**config.mk**
```make
export PLATFORM = sky130hd
export DESIGN_NAME = spi_byte_master
export DESIGN_NICKNAME = d
export VERILOG_FILES = /design/src/rtl/spi_pkg.sv /design/src/rtl/spi_clk_div.sv /design/src/rtl/spi_tx_buf.sv /design/src/rtl/spi_shifter.sv /design/src/rtl/spi_byte_master.sv
export SDC_FILE = /design/constraint.sdc
export NUM_CORES = 1
export LEC_CHECK = 0
export BUFFER_PORTS_ARGS = -buffer_cell sky130_fd_sc_hd__buf_2
export CORE_ASPECT_RATIO = 1.4
export CORE_UTILIZATION = 55
export DETAILED_ROUTE_END_ITERATION = 8
export HOLD_SLACK_MARGIN = 0.02
export PLACE_DENSITY = 0.83
export RECOVER_POWER = 50
export SLEW_MARGIN = 25
export SYNTH_ARGS = -nofsm -noshare
export SYNTH_HDL_FRONTEND = slang
export SYNTH_SLANG_ARGS = --single-unit
```
**constraint.sdc**
```tcl
create_clock -name clk -period 2.02 [get_ports clk]
set_input_delay 0.404 -clock clk [delete_from_list [all_inputs] [get_ports clk]]
set_output_delay 0.404 -clock clk [all_outputs]
set_load 0.02 [all_outputs]
```
**src/rtl/spi_pkg.sv**
```systemverilog
package spi_pkg;

    localparam int BYTE_W    = 8;
    localparam int BIT_IDX_W = $clog2(BYTE_W);

    typedef logic [BYTE_W-1:0]    byte_t;
    typedef logic [BIT_IDX_W-1:0] bit_idx_t;

    typedef enum logic {
        ENG_IDLE  = 1'b0,
        ENG_SHIFT = 1'b1
    } eng_state_e;

    typedef struct packed {
        eng_state_e state;
        logic       sclk;
        bit_idx_t   bit_idx;
        byte_t      sh_out;
        byte_t      sh_in;
    } eng_regs_t;

    localparam bit_idx_t LAST_BIT = bit_idx_t'(BYTE_W - 1);

    function automatic byte_t push_bit(byte_t cur, logic b);
        return {cur[BYTE_W-2:0], b};
    endfunction

endpackage

```
**src/rtl/spi_clk_div.sv**
```systemverilog
module spi_clk_div #(
    parameter int DIV_W = 8
) (
    input  logic             clk,
    input  logic             rst,
    input  logic             run,
    input  logic [DIV_W-1:0] div_val,
    output logic             tick
);
    logic [DIV_W-1:0] cnt_q;

    assign tick = run && (cnt_q == div_val);

    always_ff @(posedge clk) begin
        if (rst || !run || tick) begin
            cnt_q <= '0;
        end else begin
            cnt_q <= cnt_q + 1'b1;
        end
    end
endmodule

```
**src/rtl/spi_tx_buf.sv**
```systemverilog
module spi_tx_buf
    import spi_pkg::*;
(
    input  logic  clk,
    input  logic  rst,
    input  logic  wr_en,
    input  byte_t wr_data,
    input  logic  take,
    input  logic  clr_coll,
    output byte_t buf_data,
    output logic  buf_full,
    output logic  coll
);
    always_ff @(posedge clk) begin
        if (rst) begin
            buf_data <= '0;
            buf_full <= 1'b0;
        end else if (wr_en && !buf_full) begin
            buf_data <= wr_data;
            buf_full <= 1'b1;
        end else if (take) begin
            buf_full <= 1'b0;
        end
    end

    always_ff @(posedge clk) begin
        if (rst) begin
            coll <= 1'b0;
        end else if (wr_en && buf_full) begin
            coll <= 1'b1;
        end else if (clr_coll) begin
            coll <= 1'b0;
        end
    end
endmodule

```
**src/rtl/spi_shifter.sv**
```systemverilog
module spi_shifter
    import spi_pkg::*;
(
    input  logic  clk,
    input  logic  rst,
    input  logic  tick,
    input  logic  buf_full,
    input  byte_t buf_data,
    input  logic  miso,
    output logic  take,
    output logic  run,
    output logic  sclk,
    output logic  mosi,
    output byte_t rd_data,
    output logic  byte_done
);
    eng_regs_t r_q;
    logic      last_bit;
    logic      rise_now;
    logic      fall_now;

    assign run      = (r_q.state == ENG_SHIFT);
    assign last_bit = (r_q.bit_idx == LAST_BIT);
    assign rise_now = run && tick && !r_q.sclk;
    assign fall_now = run && tick && r_q.sclk;

    assign take      = ((r_q.state == ENG_IDLE) && buf_full) ||
                       (fall_now && last_bit && buf_full);
    assign byte_done = rise_now && last_bit;
    assign sclk      = r_q.sclk;
    assign mosi      = run && r_q.sh_out[BYTE_W-1];

    always_ff @(posedge clk) begin
        if (rst) begin
            r_q     <= '{state: ENG_IDLE, sclk: 1'b0, bit_idx: '0,
                         sh_out: '0, sh_in: '0};
            rd_data <= '0;
        end else if (r_q.state == ENG_IDLE) begin
            if (buf_full) begin
                r_q.state   <= ENG_SHIFT;
                r_q.sclk    <= 1'b0;
                r_q.bit_idx <= '0;
                r_q.sh_out  <= buf_data;
            end
        end else if (rise_now) begin
            r_q.sclk  <= 1'b1;
            r_q.sh_in <= push_bit(r_q.sh_in, miso);
            if (last_bit) begin
                rd_data <= push_bit(r_q.sh_in, miso);
            end
        end else if (fall_now) begin
            r_q.sclk <= 1'b0;
            if (!last_bit) begin
                r_q.bit_idx <= r_q.bit_idx + 1'b1;
                r_q.sh_out  <= push_bit(r_q.sh_out, 1'b0);
            end else if (buf_full) begin
                r_q.bit_idx <= '0;
                r_q.sh_out  <= buf_data;
            end else begin
                r_q.state <= ENG_IDLE;
            end
        end
    end
endmodule

```
**src/rtl/spi_byte_master.sv**
```systemverilog
module spi_byte_master
    import spi_pkg::*;
#(
    parameter int DIV_W = 8
) (
    input  logic             clk,
    input  logic             rst,
    input  logic [DIV_W-1:0] div_val,
    input  logic             irq_en,
    input  logic             cs_sel,
    input  logic             wr_en,
    input  logic [7:0]       wr_data,
    input  logic             clr_done,
    input  logic             clr_coll,
    input  logic             miso,
    output logic             sclk,
    output logic             mosi,
    output logic             cs_n,
    output logic [7:0]       rd_data,
    output logic             done,
    output logic             coll,
    output logic             txe,
    output logic             irq
);
    logic  tick;
    logic  run;
    logic  take;
    logic  buf_full;
    byte_t buf_data;
    logic  byte_done;
    logic  done_q;
    logic  cs_n_q;

    spi_clk_div #(.DIV_W(DIV_W)) div_i (
        .clk     (clk),
        .rst     (rst),
        .run     (run),
        .div_val (div_val),
        .tick    (tick)
    );

    spi_tx_buf buf_i (
        .clk      (clk),
        .rst      (rst),
        .wr_en    (wr_en),
        .wr_data  (wr_data),
        .take     (take),
        .clr_coll (clr_coll),
        .buf_data (buf_data),
        .buf_full (buf_full),
        .coll     (coll)
    );

    spi_shifter shf_i (
        .clk       (clk),
        .rst       (rst),
        .tick      (tick),
        .buf_full  (buf_full),
        .buf_data  (buf_data),
        .miso      (miso),
        .take      (take),
        .run       (run),
        .sclk      (sclk),
        .mosi      (mosi),
        .rd_data   (rd_data),
        .byte_done (byte_done)
    );

    always_ff @(posedge clk) begin
        if (rst) begin
            done_q <= 1'b0;
        end else if (byte_done) begin
            done_q <= 1'b1;
        end else if (clr_done) begin
            done_q <= 1'b0;
        end
    end

    always_ff @(posedge clk) begin
        if (rst) begin
            cs_n_q <= 1'b1;
        end else begin
            cs_n_q <= !cs_sel;
        end
    end

    assign done = done_q;
    assign cs_n = cs_n_q;
    assign txe  = !buf_full;
    assign irq  = done_q && irq_en;
endmodule

```
Yosys cells after proc, flatten, opt, wreduce, memory -nomap -nowiden
Cells that the tools add are included.
Widths: inputs -> output; s select.

word-level totals
  register bits after elaboration = 48
  output and inout port bits = 15

operators by class
  bitwise operators = 1
  reductions and logical operators = 27
  equality and inequality tests = 6
  add/sub/neg operators = 2
  muxes and demuxes = 16

operators by type and width
  operator             number
  $mux 13              3
  $mux 11              3
  $logic_and 1x1->1    12
  $mux 1               10
  $add 8x1->8 const B  1
  $eq 8x8->1           1
  $reduce_bool 2->1    4
  $logic_not 1->1      4
  $ne 2x2->1 const B   2
  $ne 4x4->1 const B   1
  $reduce_and 2->1     2
  $reduce_and 4->1     1
  $add 3x1->3 const B  1
  $eq 3x3->1 const B   1
  $logic_or 1x1->1     3
  $ne 3x3->1 const B   1
  $reduce_and 3->1     1
  $not 1->1            1

Logic depth before layout (Yosys ltp)
Gate-level depths: netlist of run 1.

  depth in word-level cells = 9
  gate-level depth with buffers = 7

Modules after synthesis
Synthesis of run 1 repeated with hierarchy kept, for this count alone.

second synthesis, totals
  cell total of the unflattened synthesis = 239
  area, all modules = 2,339.7 um^2

modules (own cells, without submodules)
  module           times used  area each (um^2)  cells each
  spi_shifter      1           1,342.5           140
  spi_clk_div      1           474.2             48
  spi_tx_buf       1           440.4             43
  spi_byte_master  1           82.6              8

Least setup slack after synthesis of run 1
OpenSTA, ideal clock, no wires.

  path type = flip-flop to flip-flop
  start = register shf_i.r_q[16] (netlist name)
  end = register shf_i.r_q[17] (netlist name)
  stages on the path, launching flop included = 8
  buffers on the path = 0
  arrival = 1.576 ns
  clock period less this slack = 1.692 ns
  library setup time = 0.117 ns
  setup slack = 0.328 ns
  cells stage by stage = dfxtp_1 ha_1 ha_1 clkinv_1 a21oi_1 nor3b_1 a32oi_1 nand2_1

on the way
  word-level cells in the longest chain between the ends = 5

RTL lines
  what                                              line                                  RTL
  from (decl)                                       spi_shifter.sv:17                     eng_regs_t r_q;
  from (signal assigned)                            spi_shifter.sv:35                     r_q <= '{state: ENG_IDLE, sclk: 1'b0, bit_idx: '0,
  $add 3x1->3 / $eq 3x3->1 (equally long branches)  spi_shifter.sv:54, spi_shifter.sv:23
  $mux 11                                           spi_shifter.sv:53                     if (!last_bit) begin
  $mux 13                                           spi_shifter.sv:51                     end else if (fall_now) begin
  $mux 11                                           spi_shifter.sv:45                     end else if (rise_now) begin
  $mux 13                                           spi_shifter.sv:38                     end else if (r_q.state == ENG_IDLE) begin

Several ways; a longest one is shown, not always the timed one. The select of a mux whose other input is x is not followed.
A chain may end at the register's enable or synchronous reset.

Worst setup path after layout of run 1
  start = register shf_i.r_q, in the netlist shf_i.run
  end = output port mosi

on the way
  word-level cells in the longest chain between the ends = 1

RTL lines
  what               line                   RTL
  $logic_and 1x1->1  spi_shifter.sv:31      assign mosi = run && r_q.sh_out[BYTE_W-1];
  to (decl)          spi_byte_master.sv:17  output logic mosi,

Every way passes these cells.

==> impl_metrics.py, run 1 <==
metrics = {
    "place": {
        "placed_area_sq_um": 2480,
        "finalWeightedCongestion": 0.851,
        "dpl.cell_count": 328,
        "hpwl_mm": 3.28,
        "io_buffer_count": 38,
        "post-place-ws_ns": 0.207,
    },
    "clock_network": {
        "cts_tree": "built",
        "cts_buffers": 5,
        "holdBufCountCts": 0,
        "htree_levels": 2,
        "cts_buffer_depth": 2,
        "clk_latency_ns": 0.30,
        "clockRootBuffer": "clkbuf_8",
        "clk_pin_slew_ns": 0.08,
        "cts_sinks": 48,
        "cts_resized": 0,
        "postCtsSetupRepairBufs": 0,
    },
    "global_route": {
        "globalRouteOverflowTotal": 0,
        "grt_max_degree": 28,
        "grt_pass1_wl_mm": 7.60,
        "grt_usage_pct": 21.5,
        "antenna_found_initial": 0,
        "grt_pass1_vias": 1757,
    },
    "synthesis": {
        "synth_nets": 281,
        "netlist.top_cell.by_area": "dfxtp_1",
        "avgSynthCellArea_sq_um": 8.90,
        "yosys.area.top_type_share_pct": 42.5,
        "yosys-top-cells-count": "dfxtp_1 (48), nand2_1 (26), nor2_1 (24), a21oi_1 (23), nand3_1 (16)",
        "synth_edf_count": 0,
        "synth-async-reset-ratio_pct": 0,
        "yosys_warnings": 0,
        "ys_seq_elements": 48,
        "yosysSeqAreaShare_pct": 42.5,
        "netlist_instances": 254,
        "synth.area.top_cells": "dfxtp_1 (43%), a21oi_1 (5.1%), nand2_1 (4.3%), nor2_1 (4.0%), nand3_1 (3.5%)",
        "post-synth-top-count-cell": "dfxtp_1",
        "yosys_most_used_dff": "dfxtp_1",
        "syn_area_sq_um": 2260,
        "ys_types": 41,
    },
    "sta": {
        "layout_setup_ws_ns": 0.231,
        "fmax_mhz": 559,
        "maxSlewViolCount": 0,
        "worst_pin_slew_ns": 0.585,
        "setup_viol": 0,
        "rsz0062_at_grt": "no",
        "setup_tns_ns": 0,
        "period_share_pct": 88.6,
        "finalHoldViolations": 0,
        "slew_headroom_pct": 60.9,
        "fin_skew_ns": 0.00575,
        "min_period_ns": 1.79,
    },
    "finish": {
        "drive_gt1_share_pct": 17.7,
        "area_growth_pct": 13.5,
        "nets": 319,
        "regArea_sq_um": 961,
        "antennaDiodeCount": 0,
        "multi_input_area_sq_um": 1190,
        "nFillCells": 350,
        "design_area_sq_um": 2560,
        "instances_no_fill": 336,
    },
    "worst_setup_path": {
        "r2r-end": "shf_i.r_q[9]$_SDFFE_PP0P_",
        "critical_path_required_ns": 1.62,
        "r2r-start": "div_i.cnt_q[0]$_SDFF_PP0_",
        "crit_family": "buffers and inverters",
        "reg2regPathDepth": 5,
        "cp-end-kind": "output pin",
        "path_class": "flop to output pin",
        "r2r_slack_ns": 0.25,
        "crit_path_cell_trace": "clkbuf_1 -> and2_1 -> buf_2",
        "startpoint_type": "flop",
        "crit_slowest_cell": "dfxtp_1",
        "critPathMaxFanout": 9,
        "cpPeakStageDelay_ns": 0.40,
        "arrival_ns": 1.39,
        "crit_buf_inv": 2,
    },
    "route": {
        "wirelength_mm": 4.40,
        "antenna_left": 0,
        "drc_errors": 0,
        "dr_wl_met3_microns": 126,
        "drt-met1-wl_mm": 1.89,
        "top_layer": "met4",
        "vias": 1886,
        "wl_per_cell_microns": 13.1,
        "first_pass_iters": 4,
        "viasPerCell": 5.61,
        "drt-initial-drc-count": 58,
        "met2_length_mm": 2.30,
    },
    "status": {
        "status": "complete, no violations",
    },
    "hold_path": {
        "whs_endpoint": "cs_n$_SDFF_PP1_",
        "hold_start": "cs_sel",
        "min_path_cells": 2,
        "worstHoldPathType": "input port to flop",
    },
    "die": {
        "die_h_microns": 77.8,
        "initial_core_util_pct": 57.7,
        "die_w_microns": 56.2,
        "core_area_sq_um": 3920,
        "num_io_pins": 39,
        "die_area_sq_um": 4370,
        "rows": 27,
    },
    "pwr": {
        "p_per_area_nw_per_um2": 733,
        "p_leak_nw": 1.06,
        "ir_drop_mv": 0.592,
        "p_total_mw": 1.88,
    },
    "run": {
        "max_cap_viol_count": 0,
    },
}
sequential cells by signal, indices dropped and copies added, names as in the netlist:
signal and count:
done 1, buf_i.buf_data 8, buf_i.coll 1, buf_i.buf_full 1, shf_i.r_q 18, cs_n 1
shf_i.run 1, shf_i.sclk 1, div_i.cnt_q 8, shf_i.rd_data 8
cell families (layout without fill, tap and decap cells):
logic type / count (synthesis) / after routing / synth area share, %
xor gates and xnor gates: 12 / 12 / 4.65
DFF: 48 / 48 / 42.5
and+or+nand+nor: 99 / 99 / 23.5
adders and majority gates: 3 / 3 / 1.66
buffers and inverters: 20 / 59 / 4.26
muxes: 7 / 7 / 3.10
AOI/OAI and AO/OA: 65 / 65 / 20.3
cell usage in the layout, fill, tap and decap left out, types with 7 or more instances in the layout:
master | synthesis | routed
o21ai_0 | 8 | 8
nor2_1 | 24 | 24
mux2i_1 | 7 | 7
nand2b_1 | 11 | 11
a21oi_1 | 23 | 23
dfxtp_1 | 48 | 48
clkbuf_1 | 5 | 14
buf_2 | 5 | 25
nand3_1 | 16 | 16
xnor2_1 | 7 | 7
nand2_1 | 26 | 26
where the power goes:
group / switching [mW] / internal (mW)
Combinational: 0.106 / 0.0754
Clock: 0.327 / 0.373
Sequential: 0.0226 / 0.976
routing by layer:
metal | GRT usage [%] | vias up
met1 | 24.7 | 887
met4 | 9.27 | 0
met2 | 38.8 | 27
met5 | 0 | -
li1 | - | 963
met3 | 3.17 | 9
cell type report:
type | instances | area share [%]
clock inverters | 3 | 1.85
well taps | 43 | 2.10
clock buffers | 5 | 2.68
flip-flops and latches | 48 | 37.5
inverters | 7 | 1.02
repair buffers | 44 | 8.39
multi-input cells | 186 | 46.5
stage by stage:
step	hold slack [ns]	utilization (%)
floorplan	0.432	-
global placement	0.440	63.3
detailed placement	0.447	63.3
CTS	0.264	66.2
global route	0.258	65.4
finish	0.262	65.4
worst max path at each step:
stage | startpoint | end | slack (ns) | depth (start not counted)
3_5_place_dp | div_val[4] | div_i.cnt_q[3]$_SDFF_PP0_ | 0.21 | 6
2_1_floorplan | shf_i.r_q[16]$_SDFFE_PP0P_ | shf_i.r_q[17]$_SDFFE_PP0P_ | 0.33 | 7
3_3_place_gp | div_val[4] | div_i.cnt_q[6]$_SDFF_PP0_ | 0.22 | 6
4_1_cts | shf_i.r_q[16]$_SDFFE_PP0P_ | shf_i.r_q[18]$_SDFFE_PP0P_ | 0.25 | 7
5_1_grt | shf_i.r_q[16]$_SDFFE_PP0P_ | shf_i.r_q[17]$_SDFFE_PP0P_ | 0.03 | 7
6_report | shf_i.run$_SDFF_PP0_ | mosi | 0.23 | 3
Power figures use the tool's default switching activity.
==> run 2: changes to the inputs <==
CORE_UTILIZATION = 33   (was 55)
PLACE_DENSITY = 0.57   (was 0.83)
SKIP_LAST_GASP = 1   (was not set)
clock period = 2.1 ns   (was 2.02 ns; I/O delays follow)
==> run 2 against run 1 <==
  * Cell count is 15% higher
  * Utilization shrank 26 points
  * First-iteration DRC count grew 29%
  * Combinational power hardly changed
  * Critical path depth did not move
  * Setup slack gained 0.040 ns
  * Largest cell class unchanged
==> impl_metrics.py, run 2 (synthesis gave the netlist of run 1 again) <==
metrics = {
    "finish": {
        "final_common_cell": "dfxtp_1",
        "antennaDiodeCount": 0,
        "nFillCells": 710,
        "final_cell_mix": "dfxtp_1 (48), nand2_1 (26), nor2_1 (24), buf_2 (24), a21oi_1 (23)",
        "nets": 319,
        "area_growth_pct": 15.1,
        "drive_gt1_share_pct": 16.7,
        "instances_no_fill": 385,
        "largest_register": "shf_i.r_q",
        "largest_reg_flops": 18,
    },
    "sta": {
        "fmax_mhz": 547,
        "rsz0062_at_grt": "no",
        "maxSlewViolCount": 0,
        "period_share_pct": 87.1,
        "layout_setup_ws_ns": 0.271,
        "min_period_ns": 1.83,
        "worst_pin_slew_ns": 0.560,
        "setup_tns_ns": 0,
        "fin_skew_ns": 0.00414,
        "slew_headroom_pct": 62.6,
        "finalHoldViolations": 0,
        "setup_viol": 0,
    },
    "hold_path": {
        "worstHoldPathType": "input port to flop",
        "min_path_cells": 2,
    },
    "die": {
        "num_io_pins": 39,
        "rows": 35,
        "initial_core_util_pct": 34.2,
        "die_h_microns": 99.9,
        "die_w_microns": 71.9,
        "die_area_sq_um": 7190,
        "core_area_sq_um": 6610,
    },
    "route": {
        "wl_per_cell_microns": 13.1,
        "antenna_left": 0,
        "drc_errors": 0,
        "wirelength_mm": 5.05,
        "vias": 1871,
        "viasPerCell": 4.86,
        "first_pass_iters": 4,
        "drt-initial-drc-count": 75,
    },
    "status": {
        "status": "complete, no violations",
    },
    "clock_network": {
        "clk_pin_slew_ns": 0.08,
        "cts_sinks": 48,
        "htree_levels": 2,
        "cts_buffers": 5,
        "clk_latency_ns": 0.30,
        "postCtsSetupRepairBufs": 0,
        "cts_resized": 0,
        "holdBufCountCts": 0,
        "cts_buffer_depth": 2,
        "cts_tree": "built",
        "clockRootBuffer": "clkbuf_8",
    },
    "global_route": {
        "grt_usage_pct": 15.1,
        "grt_pass1_vias": 1810,
        "grt_max_degree": 20,
        "globalRouteOverflowTotal": 0,
        "antenna_found_initial": 0,
        "grt_pass1_wl_mm": 8.46,
    },
    "worst_setup_path": {
        "critical_path_required_ns": 1.68,
        "critPathMaxFanout": 9,
        "path_class": "flop to output pin",
        "cp-end-kind": "output pin",
        "reg2regPathDepth": 7,
        "arrival_ns": 1.41,
        "startpoint_type": "flop",
    },
    "place": {
        "hpwl_mm": 3.65,
        "finalWeightedCongestion": 0.785,
        "io_buffer_count": 38,
        "dpl.cell_count": 377,
        "post-place-ws_ns": 0.288,
    },
    "pwr": {
        "p_leak_nw": 1.05,
        "p_per_area_nw_per_um2": 658,
        "ir_drop_mv": 0.298,
    },
    "run": {
        "max_cap_viol_count": 0,
    },
}
## run 2: cell count changes in the layout (fill, tap and decap cells not counted), sizes merged
cell	before	now
clkbuf	19	23
clkinv	3	1
buf	30	29
bufinv	1	0
## run 2: final cells by class
class | instances | area, sq um | share of cell area, %
timing repair buffer | 44 | 214 | 8.23
tap | 92 | 115 | 4.43
inverter | 7 | 26.3 | 1.01
multi-input combinational | 186 | 1190 | 45.9
clock buffer | 8 | 90.1 | 3.46
sequential | 48 | 961 | 36.9
## run 2: worst max-delay path, cell delays in order, from the launching register on
cell and delay, ns:
dfxtp_1 0.39, clkbuf_1 0.37, and2_1 0.19, buf_2 0.16
## run 2: final timing paths
kind,startpoint,endpoint,slack (ns)
min reg2reg,buf_i.coll$_SDFFE_PP0P_,buf_i.coll$_SDFFE_PP0P_,0.47
max reg2reg,shf_i.r_q[16]$_SDFFE_PP0P_,shf_i.r_q[15]$_SDFFE_PP0P_,0.29
max,shf_i.run$_SDFF_PP0_,mosi,0.27
min,cs_sel,cs_n$_SDFF_PP1_,0.28
## run 2: layer usage
layer	GRT usage, %	part of all wire, %	vias to the layer above
met5	0	0	-
met4	8.14	2.7	0
met3	2.71	2.9	8
met2	26.8	49	29
met1	16.8	45	869
li1	-	-	965
## run 2: stage by stage
step | util [%] | cell area (sq um) | hold WS, ns | power, mW
final | 39.3 | 2600 | 0.277 | 1.71
after global routing | 39.3 | 2600 | 0.267 | 1.80
after CTS | 39.8 | 2630 | 0.268 | 1.74
after detailed placement | 38.4 | 2540 | 0.459 | 1.17
after global placement | 38.4 | 2540 | 0.443 | 1.16
after floorplan | - | 2260 | 0.432 | 1.10
## run 2: power breakdown
part | total [mW] | internal (mW) | switching [mW]
clock network | 0.571 | 0.269 | 0.302
registers | 0.962 | 0.939 | 0.0233
logic | 0.178 | 0.0749 | 0.103
